[src/rtl/tbm_pkg.sv]
package tbm_pkg;
   localparam int NUM_SLOTS = 3;
   typedef logic [1:0] slot_idx_t;
endpackage

[src/rtl/tbm_slot_bank.sv]
module tbm_slot_bank #(
   parameter int DATA_W = 32,
   parameter int DEPTH  = 16,
   localparam int ADDR_W = $clog2(DEPTH)
) (
   input  logic              clk,
   input  logic              we,
   input  logic [ADDR_W-1:0] waddr,
   input  logic [DATA_W-1:0] wdata,
   input  logic [ADDR_W-1:0] raddr,
   output logic [DATA_W-1:0] rdata
);
   logic [DATA_W-1:0] mem [DEPTH];

   always_ff @(posedge clk) begin
      if (we) mem[waddr] <= wdata;
      rdata <= mem[raddr];
   end
endmodule

[src/rtl/tbm_fill_ctrl.sv]
module tbm_fill_ctrl #(
   parameter int FRAME_LEN = 16,
   localparam int ADDR_W = $clog2(FRAME_LEN),
   localparam int LEN_W  = $clog2(FRAME_LEN + 1)
) (
   input  logic              clk,
   input  logic              rst_n,
   input  logic              beat,
   input  logic              last,
   output logic              we,
   output logic [ADDR_W-1:0] waddr,
   output logic              complete,
   output logic [LEN_W-1:0]  complete_len
);
   localparam logic [LEN_W-1:0] FULL = LEN_W'(FRAME_LEN);

   logic [LEN_W-1:0] cnt_q;
   logic             room;

   assign room         = (cnt_q < FULL);
   assign we           = beat && room;
   assign waddr        = cnt_q[ADDR_W-1:0];
   assign complete     = beat && last;
   assign complete_len = room ? cnt_q + 1'b1 : FULL;

   always_ff @(posedge clk or negedge rst_n) begin
      if (!rst_n)          cnt_q <= '0;
      else if (beat) begin
         if (last)         cnt_q <= '0;
         else if (room)    cnt_q <= cnt_q + 1'b1;
      end
   end

   // the fill count never passes the slot depth
   assert_fill_bound_R11: assert property (@(posedge clk) disable iff (!rst_n)
      cnt_q <= FULL);
   // a beat beyond capacity leaves the count where it was
   assert_fill_hold_R11: assert property (@(posedge clk) disable iff (!rst_n)
      (beat && !last && !room) |=> cnt_q == FULL);
endmodule

[src/rtl/tbm_role_ctrl.sv]
module tbm_role_ctrl
   import tbm_pkg::*;
#(
   parameter int LEN_W        = 5,
   parameter int SEQ_W        = 8,
   parameter int OVF_W        = 8,
   parameter bit OVF_SATURATE = 1'b1
) (
   input  logic             clk,
   input  logic             rst_n,
   input  logic             complete,
   input  logic [LEN_W-1:0] complete_len,
   input  logic             done,
   output slot_idx_t        wr_idx,
   output slot_idx_t        rd_idx,
   output logic             rd_valid,
   output logic             pend_valid,
   output logic [LEN_W-1:0] rd_len,
   output logic [SEQ_W-1:0] rd_seq,
   output logic [OVF_W-1:0] ovf_count
);
   slot_idx_t        wr_q, pend_q, rd_q, wr_n, pend_n, rd_n;
   logic             rv_q, pv_q, rv_n, pv_n, bump;
   logic [SEQ_W-1:0] seq_cnt_q;
   logic [SEQ_W-1:0] seq_q [NUM_SLOTS];
   logic [LEN_W-1:0] len_q [NUM_SLOTS];
   logic [OVF_W-1:0] ovf_q, ovf_next;
   logic             done_eff;

   assign done_eff = done && rv_q;

   generate
      if (OVF_SATURATE) begin : g_ovf_sat
         assign ovf_next = (&ovf_q) ? ovf_q : ovf_q + 1'b1;
      end else begin : g_ovf_wrap
         assign ovf_next = ovf_q + 1'b1;
      end
   endgenerate

   always_comb begin
      wr_n   = wr_q;
      pend_n = pend_q;
      rd_n   = rd_q;
      rv_n   = rv_q;
      pv_n   = pv_q;
      bump   = 1'b0;
      if (done_eff && complete) begin
         if (pv_q) begin
            rd_n   = pend_q;
            pend_n = wr_q;
            wr_n   = rd_q;
         end else begin
            rd_n = wr_q;
            wr_n = rd_q;
         end
      end else if (done_eff) begin
         if (pv_q) begin
            rd_n   = pend_q;
            pend_n = rd_q;
            pv_n   = 1'b0;
         end else begin
            rv_n = 1'b0;
         end
      end else if (complete) begin
         if (!rv_q) begin
            rd_n = wr_q;
            wr_n = rd_q;
            rv_n = 1'b1;
         end else begin
            pend_n = wr_q;
            wr_n   = pend_q;
            pv_n   = 1'b1;
            bump   = pv_q;
         end
      end
   end

   always_ff @(posedge clk or negedge rst_n) begin
      if (!rst_n) begin
         wr_q      <= 2'd0;
         pend_q    <= 2'd1;
         rd_q      <= 2'd2;
         rv_q      <= 1'b0;
         pv_q      <= 1'b0;
         seq_cnt_q <= '0;
         ovf_q     <= '0;
         for (int i = 0; i < NUM_SLOTS; i++) begin
            seq_q[i] <= '0;
            len_q[i] <= '0;
         end
      end else begin
         wr_q   <= wr_n;
         pend_q <= pend_n;
         rd_q   <= rd_n;
         rv_q   <= rv_n;
         pv_q   <= pv_n;
         if (bump) ovf_q <= ovf_next;
         if (complete) begin
            seq_q[wr_q] <= seq_cnt_q;
            len_q[wr_q] <= complete_len;
            seq_cnt_q   <= seq_cnt_q + 1'b1;
         end
      end
   end

   assign wr_idx     = wr_q;
   assign rd_idx     = rd_q;
   assign rd_valid   = rv_q;
   assign pend_valid = pv_q;
   assign rd_len     = len_q[rd_q];
   assign rd_seq     = seq_q[rd_q];
   assign ovf_count  = ovf_q;

   // the three roles always name three different slots
   assert_roles_distinct_R8: assert property (@(posedge clk) disable iff (!rst_n)
      wr_q != rd_q && wr_q != pend_q && rd_q != pend_q &&
      wr_q != 2'd3 && rd_q != 2'd3 && pend_q != 2'd3);
   // a frame can only wait while the consumer holds one
   assert_pend_needs_read_R4: assert property (@(posedge clk) disable iff (!rst_n)
      pv_q |-> rv_q);
   // a completion over a waiting frame counts one overwrite
   assert_overwrite_step_R5: assert property (@(posedge clk) disable iff (!rst_n)
      (complete && rv_q && pv_q && !done && !(&ovf_q)) |=> ovf_q == $past(ovf_q) + 1'b1);
   // a release promotes the waiting slot
   assert_promote_R6: assert property (@(posedge clk) disable iff (!rst_n)
      (done && rv_q && pv_q && !complete) |=> (rd_q == $past(pend_q)) && !pv_q);
   // a release with no frame held changes nothing
   assert_done_idle_R10: assert property (@(posedge clk) disable iff (!rst_n)
      (done && !rv_q && !complete) |=> $stable(rd_q) && $stable(wr_q) && !rv_q);
   // the consumer's sequence number only moves forward
   assert_seq_order_R9: assert property (@(posedge clk) disable iff (!rst_n)
      (rv_q && $past(rv_q) && rd_seq != $past(rd_seq)) |->
      !SEQ_W'((rd_seq - $past(rd_seq)) >> (SEQ_W - 1)));
endmodule

[src/rtl/tribuf_frame_mgr.sv]
module tribuf_frame_mgr
   import tbm_pkg::*;
#(
   parameter int DATA_W       = 32,
   parameter int FRAME_LEN    = 16,
   parameter int SEQ_W        = 8,
   parameter int OVF_W        = 8,
   parameter bit OVF_SATURATE = 1'b1,
   localparam int ADDR_W = $clog2(FRAME_LEN),
   localparam int LEN_W  = $clog2(FRAME_LEN + 1)
) (
   input  logic              clk,
   input  logic              rst_n,
   input  logic [DATA_W-1:0] s_tdata,
   input  logic              s_tvalid,
   input  logic              s_tlast,
   output logic              s_tready,
   input  logic [ADDR_W-1:0] rd_addr,
   output logic [DATA_W-1:0] rd_data,
   output logic              frame_valid,
   output logic [LEN_W-1:0]  frame_len,
   output logic [SEQ_W-1:0]  frame_seq,
   input  logic              frame_done,
   output logic              pending_valid,
   output logic [OVF_W-1:0]  overwrite_count
);
   generate
      if (FRAME_LEN < 2) begin : g_bad_len
         $error("FRAME_LEN must be at least 2");
      end
      if (DATA_W < 1) begin : g_bad_data
         $error("DATA_W must be at least 1");
      end
      if (SEQ_W < 2) begin : g_bad_seq
         $error("SEQ_W must be at least 2");
      end
      if (OVF_W < 1) begin : g_bad_ovf
         $error("OVF_W must be at least 1");
      end
   endgenerate

   logic              beat, we, complete;
   logic [ADDR_W-1:0] waddr;
   logic [LEN_W-1:0]  complete_len;
   slot_idx_t         wr_idx, rd_idx, rd_sel_q;
   logic [DATA_W-1:0] bank_q [NUM_SLOTS];

   assign s_tready = 1'b1;
   assign beat     = s_tvalid;

   tbm_fill_ctrl #(.FRAME_LEN(FRAME_LEN)) u_fill (
      .clk          (clk),
      .rst_n        (rst_n),
      .beat         (beat),
      .last         (s_tlast),
      .we           (we),
      .waddr        (waddr),
      .complete     (complete),
      .complete_len (complete_len)
   );

   tbm_role_ctrl #(
      .LEN_W        (LEN_W),
      .SEQ_W        (SEQ_W),
      .OVF_W        (OVF_W),
      .OVF_SATURATE (OVF_SATURATE)
   ) u_roles (
      .clk          (clk),
      .rst_n        (rst_n),
      .complete     (complete),
      .complete_len (complete_len),
      .done         (frame_done),
      .wr_idx       (wr_idx),
      .rd_idx       (rd_idx),
      .rd_valid     (frame_valid),
      .pend_valid   (pending_valid),
      .rd_len       (frame_len),
      .rd_seq       (frame_seq),
      .ovf_count    (overwrite_count)
   );

   generate
      for (genvar g = 0; g < NUM_SLOTS; g++) begin : g_bank
         tbm_slot_bank #(.DATA_W(DATA_W), .DEPTH(FRAME_LEN)) u_bank (
            .clk   (clk),
            .we    (we && (wr_idx == slot_idx_t'(g))),
            .waddr (waddr),
            .wdata (s_tdata),
            .raddr (rd_addr),
            .rdata (bank_q[g])
         );
      end
   endgenerate

   always_ff @(posedge clk or negedge rst_n) begin
      if (!rst_n) rd_sel_q <= 2'd0;
      else        rd_sel_q <= rd_idx;
   end

   assign rd_data = (rd_sel_q == 2'd3) ? '0 : bank_q[rd_sel_q];

   // a completion with an idle consumer hands the frame over next cycle
   assert_direct_handoff_R3: assert property (@(posedge clk) disable iff (!rst_n)
      (complete && !frame_valid) |=> frame_valid && !pending_valid);
   // a release with nothing waiting and no completion empties the consumer
   assert_release_empty_R7: assert property (@(posedge clk) disable iff (!rst_n)
      (frame_done && frame_valid && !pending_valid && !complete) |=> !frame_valid);
endmodule

[config.mk]
export PLATFORM = sky130hd
export DESIGN_NAME = tribuf_frame_mgr
export DESIGN_NICKNAME = d
export VERILOG_FILES = /design/src/rtl/tbm_pkg.sv /design/src/rtl/tbm_slot_bank.sv /design/src/rtl/tbm_fill_ctrl.sv /design/src/rtl/tbm_role_ctrl.sv /design/src/rtl/tribuf_frame_mgr.sv
export SDC_FILE = /design/constraint.sdc
export NUM_CORES = 1
export LEC_CHECK = 0
export BUFFER_PORTS_ARGS = -buffer_cell sky130_fd_sc_hd__buf_2
export CORE_AREA = 2 2 402 404
export DETAILED_ROUTE_END_ITERATION = 8
export DIE_AREA = 0 0 404 406
export PLACE_DENSITY = 0.64
export SLEW_MARGIN = 20
export SYNTH_ARGS = -nofsm -noshare
export SYNTH_HDL_FRONTEND = slang
export SYNTH_SLANG_ARGS = --single-unit
[constraint.sdc]
create_clock -name clk -period 4.7 [get_ports clk]
set_clock_uncertainty 0.1 [all_clocks]
set_input_delay 0.94 -clock clk [delete_from_list [all_inputs] [get_ports clk]]
set_output_delay 0.94 -clock clk [all_outputs]
set_load 0.02 [all_outputs]
## After elaboration in Yosys (flattened, before gate mapping)

Memories as Yosys holds them, arrays and structs flattened. A register that Yosys moved wholly into a read port is not among the register bits.
Cells that the tools add are included.

| storage, ports and cells | value |
|---|---|
| register bits after elaboration | 70 |
| memory bits (writable) | 1536 |
| word-level logic and storage cells | 114 |
| memories kept | 3 |

| cells by class | value |
|---|---|
| eq/ne operators | 9 |
| bitwise operators | 5 |
| $lt $le $gt $ge | 5 |
| add/sub/neg operators | 3 |
| muxes and demuxes | 51 |
| reduce and logical (&&, ||, !) cells | 23 |

Memories:

| name | words | bits a word | rd ports | clocked after memory_dff | write ports | line | source |
|---|---|---|---|---|---|---|---|
| g_bank[0].u_bank.mem | 16 | 32 | 1 | 1 | 1 | tbm_slot_bank.sv:13 | `logic [DATA_W-1:0] mem [DEPTH];` |
| g_bank[1].u_bank.mem | 16 | 32 | 1 | 1 | 1 | tbm_slot_bank.sv:13 |  |
| g_bank[2].u_bank.mem | 16 | 32 | 1 | 1 | 1 | tbm_slot_bank.sv:13 |  |

Operators by type and width:

| kind | count |
|---|---|
| 2-to-1 mux 32 bit | 3 |
| binary-select mux 32 bit (select 2 bit) | 1 |
| 2-to-1 mux 2 bit | 16 |
| 2-to-1 mux 5 bit | 6 |
| bitwise mux 24 bit | 1 |
| 2-to-1 mux 8 bit | 3 |
| adder 8 x 1 -> 8 bit (second input constant) | 2 |
| binary-select mux 8 bit (select 2 bit) | 1 |
| demux 8 bit (select 2 bit) | 1 |
| 2-to-1 mux 1 bit | 16 |
| bitwise mux 15 bit | 1 |
| binary-select mux 5 bit (select 2 bit) | 1 |
| demux 5 bit (select 2 bit) | 1 |
| greater-or-equal comparator 3 bit (second input constant) | 3 |
| inverter 2 -> 3 bit | 3 |
| AND reduction 3 bit | 3 |
| logical AND 1 bit | 8 |
| AND reduction 8 bit | 1 |
| nonzero test 2 bit | 4 |
| AND reduction 2 bit | 3 |
| nonzero test 3 bit | 2 |
| adder 5 x 1 -> 5 bit (second input constant) | 1 |
| less-than comparator 5 bit (second input constant) | 1 |
| == test 2 bit (second input constant) | 2 |
| other kinds (9) | 12 |

## Logic depth before layout (Yosys ltp)

| depth | value |
|---|---|
| depth in word-level cells | 6 |
| mapped depth | 7 |
| gate-level depth less buffers | 6 |

## Hierarchy

Synthesis repeated with hierarchy kept, for this count alone.

| second synthesis, totals | value |
|---|---|
| cell total of the unflattened synthesis | 2876 |
| area total of the unflattened synthesis | 63866.3 µm² |

Modules (own cells, without submodules):

| module | area an instance (µm²) | times used | cells each |
|---|---|---|---|
| tbm_slot_bank | 19854.0 | 3 | 838 |
| tbm_role_ctrl | 3060.4 | 1 | 238 |
| tribuf_frame_mgr | 873.3 | 1 | 84 |
| tbm_fill_ctrl | 370.4 | 1 | 40 |

## Least setup slack after synthesis

OpenSTA, ideal clock, no wires.

| timing | value |
|---|---|
| path kind | input to register |
| start point | input s_tvalid |
| end point | memory g_bank[2].u_bank.mem[4][0] (enable) |
| setup time | 0.421 ns |
| cell stages on the path | 6 |
| data arrival time | 3.344 ns |
| setup slack | 0.835 ns |
| path through | buf_4 > nand2b_1 > or3b_2 > clkbuf_1 > buf_2 > nor2_1 |

| between the ends | value |
|---|---|
| cells in the longest elaborated chain, start to end | 4 |

RTL lines:

| what | line | source |
|---|---|---|
| start: declaration | tribuf_frame_mgr.sv:15 | `input logic s_tvalid,` |
| logical AND 1 bit | tbm_fill_ctrl.sv:21 | `assign we = beat && room;` |
| logical AND 1 bit | tribuf_frame_mgr.sv:86 | `.we (we && (wr_idx == slot_idx_t'(g))),` |
| 2-to-1 mux 1 bit | tbm_slot_bank.sv:16 | `if (we) mem[waddr] <= wdata;` |
| 2-to-1 mux 1 bit (implied by the code) | tbm_slot_bank.sv:16 |  |
| end: declaration | tbm_slot_bank.sv:13 |  |

Every way passes these cells.

## Worst setup path in the final report

| timing | value |
|---|---|
| start point | register rd_sel_q[1] |
| end point | output rd_data[0] |

| between the ends | value |
|---|---|
| cells in the longest elaborated chain, start to end | 5 |

RTL lines:

| what | line | source |
|---|---|---|
| start: declaration | tribuf_frame_mgr.sv:45 | `slot_idx_t wr_idx, rd_idx, rd_sel_q;` |
| start signal: assignment | tribuf_frame_mgr.sv:97 | `else rd_sel_q <= rd_idx;` |
| inverter 2 -> 3 bit (implied by the code) | tribuf_frame_mgr.sv:100 | `assign rd_data = (rd_sel_q == 2'd3) ? '0 : bank_q[rd_sel_q];` |
| binary-select mux 32 bit (select 2 bit) | tribuf_frame_mgr.sv:100 |  |
| 2-to-1 mux 32 bit (implied by the code) (2 in series) | tribuf_frame_mgr.sv:100 |  |
| 2-to-1 mux 32 bit (*) | tribuf_frame_mgr.sv:100 |  |
| end: declaration | tribuf_frame_mgr.sv:19 | `output logic [DATA_W-1:0] rd_data,` |

Every way passes the cells marked *; elsewhere a longest branch is shown, timed or not. The select of a mux whose other input is x is not followed.

==> metrics.md <==
| Metric | Value |
|---|---|
| Clock tree sinks | `1702` |
| Dpl hpwl | `86430 microns` |
| Status | `finished clean` |
| RSZ-0062 raised after global routing | `false` |
| Detailed Route WL | `150600 microns` |
| CTS Root Cell | `clkbuf_16` |
| Rows | `147` |
| Port Buffer Count | `95` |
| Hold buffers post-CTS | `0` |
| Final setup violation count | `0` |
| Max FO, Critical Path | `25` |
| Area leader, netlist | `edfxtp_1` |
| Period utilisation layout | `about 85%` |
| Mean Syn Cell Area | `21.59 sq um` |
| Worst Hold Class | `in2async` |
| Fin util | `45.61%` |
| Antenna-violating nets left | `0` |
| Capture point of the worst reg-to-reg path | `g_bank[2].u_bank.mem[10][23]` |
| Reg2Reg Depth | `3` |
| Reg-to-reg startpoint | `u_fill.cnt_q[4]` |
| Final Hold Vio Count | `0` |
| Max capacitance violation total | `0` |
| Max-slew violations | `0` |
| Gr ovfl total | `0` |
| Number of setup buffers added after CTS | `0` |
| Wirelength per Cell | `between 20 and 30 microns` |
| Fin Setup TNS | `0 ns` |
| Routed via count | `~30000` |
| TritonCTS buffer count | `164` |
| Peak VDD IR | `399.9 uV` |
| Most common cell in the netlist | `edfxtp_1` |
| Core Box Area | `0.1596 sq mm` |
| Worst EP required | `3.66 ns` |
| Clock Tree Buf Depth | `3` |
| CTS clk-pin slew, worst paths | `0.07 ns` |
| Leak | `between 0.02 and 0.025 uW` |
| CP arrival | `2.98 ns` |
| Starting Density | `a little under 40%` |
| Largest net degree at the start of global routing | `97` |
| DRT iter0 DRCs | `around 3600` |
| Top Ports | `97` |
| Largest cells by area after synthesis | `edfxtp_1, mux4_2, dfxtp_1` |
| Critical path capture point type | `output port` |
| F_max | `249.0 MHz` |
| Cells after synthesis | `just under 3000` |
| Distinct cells, synth | `38` |
| Die area | `0.1640 sq mm` |
| # DRC | `0` |
| FFs w/ async S/R, synth | `4.113%` |
| H-Tree Depth | `4` |
| Synth cell count leaders | `edfxtp_1, mux4_2, nand2_1, a22oi_1, dfxtp_1` |
| All-Layer GR Usage | `18.45%` |
| Flop2flop setup slack | `1.54 ns` |
| Clk_lat worst skew | `0.80 ns` |
| Worst Tran Pin Value | `about 1.1 ns` |
| Router iterations before antenna repair | `7` |
| Global-route wire length before repair | `217100 microns` |
| Critical path type | `reg2out` |
| Fraction of layout instances using a drive strength above 1 | `27.91%` |
| Synth top area share | `72.65%` |
| CTS tree | `built` |
| Area growth syn-to-layout | `14.69%` |
| Min Tclk post-route | `4.016 ns` |
| YS warnings | `0` |
| Kind of start point of the critical path | `flip-flop` |
| Number of synthesized flops with an enable pin | `1536` |
| Die H | `406 microns` |
| Placer Congestion | `0.8081` |
| Initial antenna violation count | `7` |
| Vias per cell | `between 5 and 6` |
| Post-Syn Area | `0.06348 sq mm` |
| Synth Register Bits | `1702` |
| # nets final | `3184` |
| Post-CTS sizing | `0` |
| Power per Cell Area | `between 400 and 500 mW/mm^2` |
| Relative slew slack | `25.23%` |
| Vias in the first global route | `30350` |
| Mapped Nets | `2988` |
| Ys flop type | `edfxtp_1` |
| Chip width | `404 microns` |
| Sequential fraction of the synthesis area | `between 70% and 80%` |
==> metal layers <==
layer	up-vias	routed length, microns	GRT usage, %
met2	1225	70870	28.68
met3	189	12830	3.922
met4	6	2917	4.700
li1	12560	-	-
met5	-	43	0
met1	16060	63950	26.63
==> cells in the final DEF, fill, tap and decap left out, types with 16 or more instances in the layout <==
cell type     n
edfxtp_1   1536
mux4_2      384
nand2_1     210
a22oi_1     193
clkbuf_16   171
dfxtp_1      96
buf_2        93
buf_4        79
dfrtp_1      66
o21ai_0      65
mux2i_1      50
nor2_4       49
clkbuf_1     43
mux2_2       28
clkinv_2     22
clkbuf_8     22
buf_12       19
bufinv_16    17
clkinv_1     16
==> kinds of logic after synthesis <==
kind of cell,synth area share (%)
compound gates,2.927
xor+xnor,0.1380
fa+ha+maj,0.1380
buf+inv,1.417
flops,78.44
mux,14.91
other cells,0.005907
simple gates,2.022
==> report_power, final <==
part | internal [uW] | total [uW] | switching (uW)
registers | 17200 | 17700 | 534
clock network | 8020 | 13700 | 5660
logic | 1120 | 3300 | 2180
total | 26300 | 34700 | 8370
==> worst max-delay path by stage <==
| stage | start | end | slack (ns) | cells past startpoint |
|---|---|---|---|---|
| after global placement | s_tvalid | g_bank[2].u_bank.mem[10][28] | 0.97 | 4 |
| final | rd_sel_q[1] | rd_data[0] | 0.68 | 5 |
| after detailed placement | s_tvalid | g_bank[2].u_bank.mem[10][27] | 0.91 | 4 |
| after CTS | rd_sel_q[1] | rd_data[3] | 0.65 | 5 |
| after floorplan | s_tvalid | g_bank[2].u_bank.mem[4][0] | 0.83 | 6 |
| after global routing | rd_sel_q[1] | rd_data[2] | 0.56 | 5 |
==> through the flow <==
stage               power, uW  cell area [sq um]  setup WS, ns  hold slack, ns  std cells
floorplan               19690              63480        0.8347          0.2879       2940
global placement        21250              67090        0.9697          0.3566       5056
detailed placement      21320              67090        0.9110          0.3622       5056
CTS                     34920              72810        0.6457         0.02987       5364
global route            35820              72810        0.5614         0.08506       5365
finish                  34680              72810        0.6840         0.06199       5365
==> registers in the layout (all words and copies together), names as in the netlist, 2 cells and up <==
| register | count |
|---|---|
| g_bank.u_bank.mem | 1536 |
| g_bank.u_bank.rdata | 96 |
| rd_sel_q | 2 |
| u_fill.cnt_q | 5 |
| u_roles.len_q | 15 |
| u_roles.ovf_count | 8 |
| u_roles.pend_q | 2 |
| u_roles.rd_idx | 2 |
| u_roles.seq_cnt_q | 8 |
| u_roles.seq_q | 24 |
| u_roles.wr_idx | 2 |
==> worst max-delay path: stages (launching register included) <==
cell and delay (ns):
dfrtp_2 0.71, nor2b_4 0.54, buf_4 0.40, nand2_1 0.08, o21ai_0 0.18, buf_2 0.25
==> area by class of cell <==
class                           instances  area [sq um]
Fill cell                           13160         86840
Sequential cell                      1702         49800
Multi-Input combinational cell       1066         13180
Clock buffer                          236          4743
Tap cell                             2086          2610
Timing Repair Buffer                  193          1469
Clock inverter                         72         970.9
Inverter                                9         33.78
Antenna cell                            1         2.502
(Power assumes the default switching activity.)
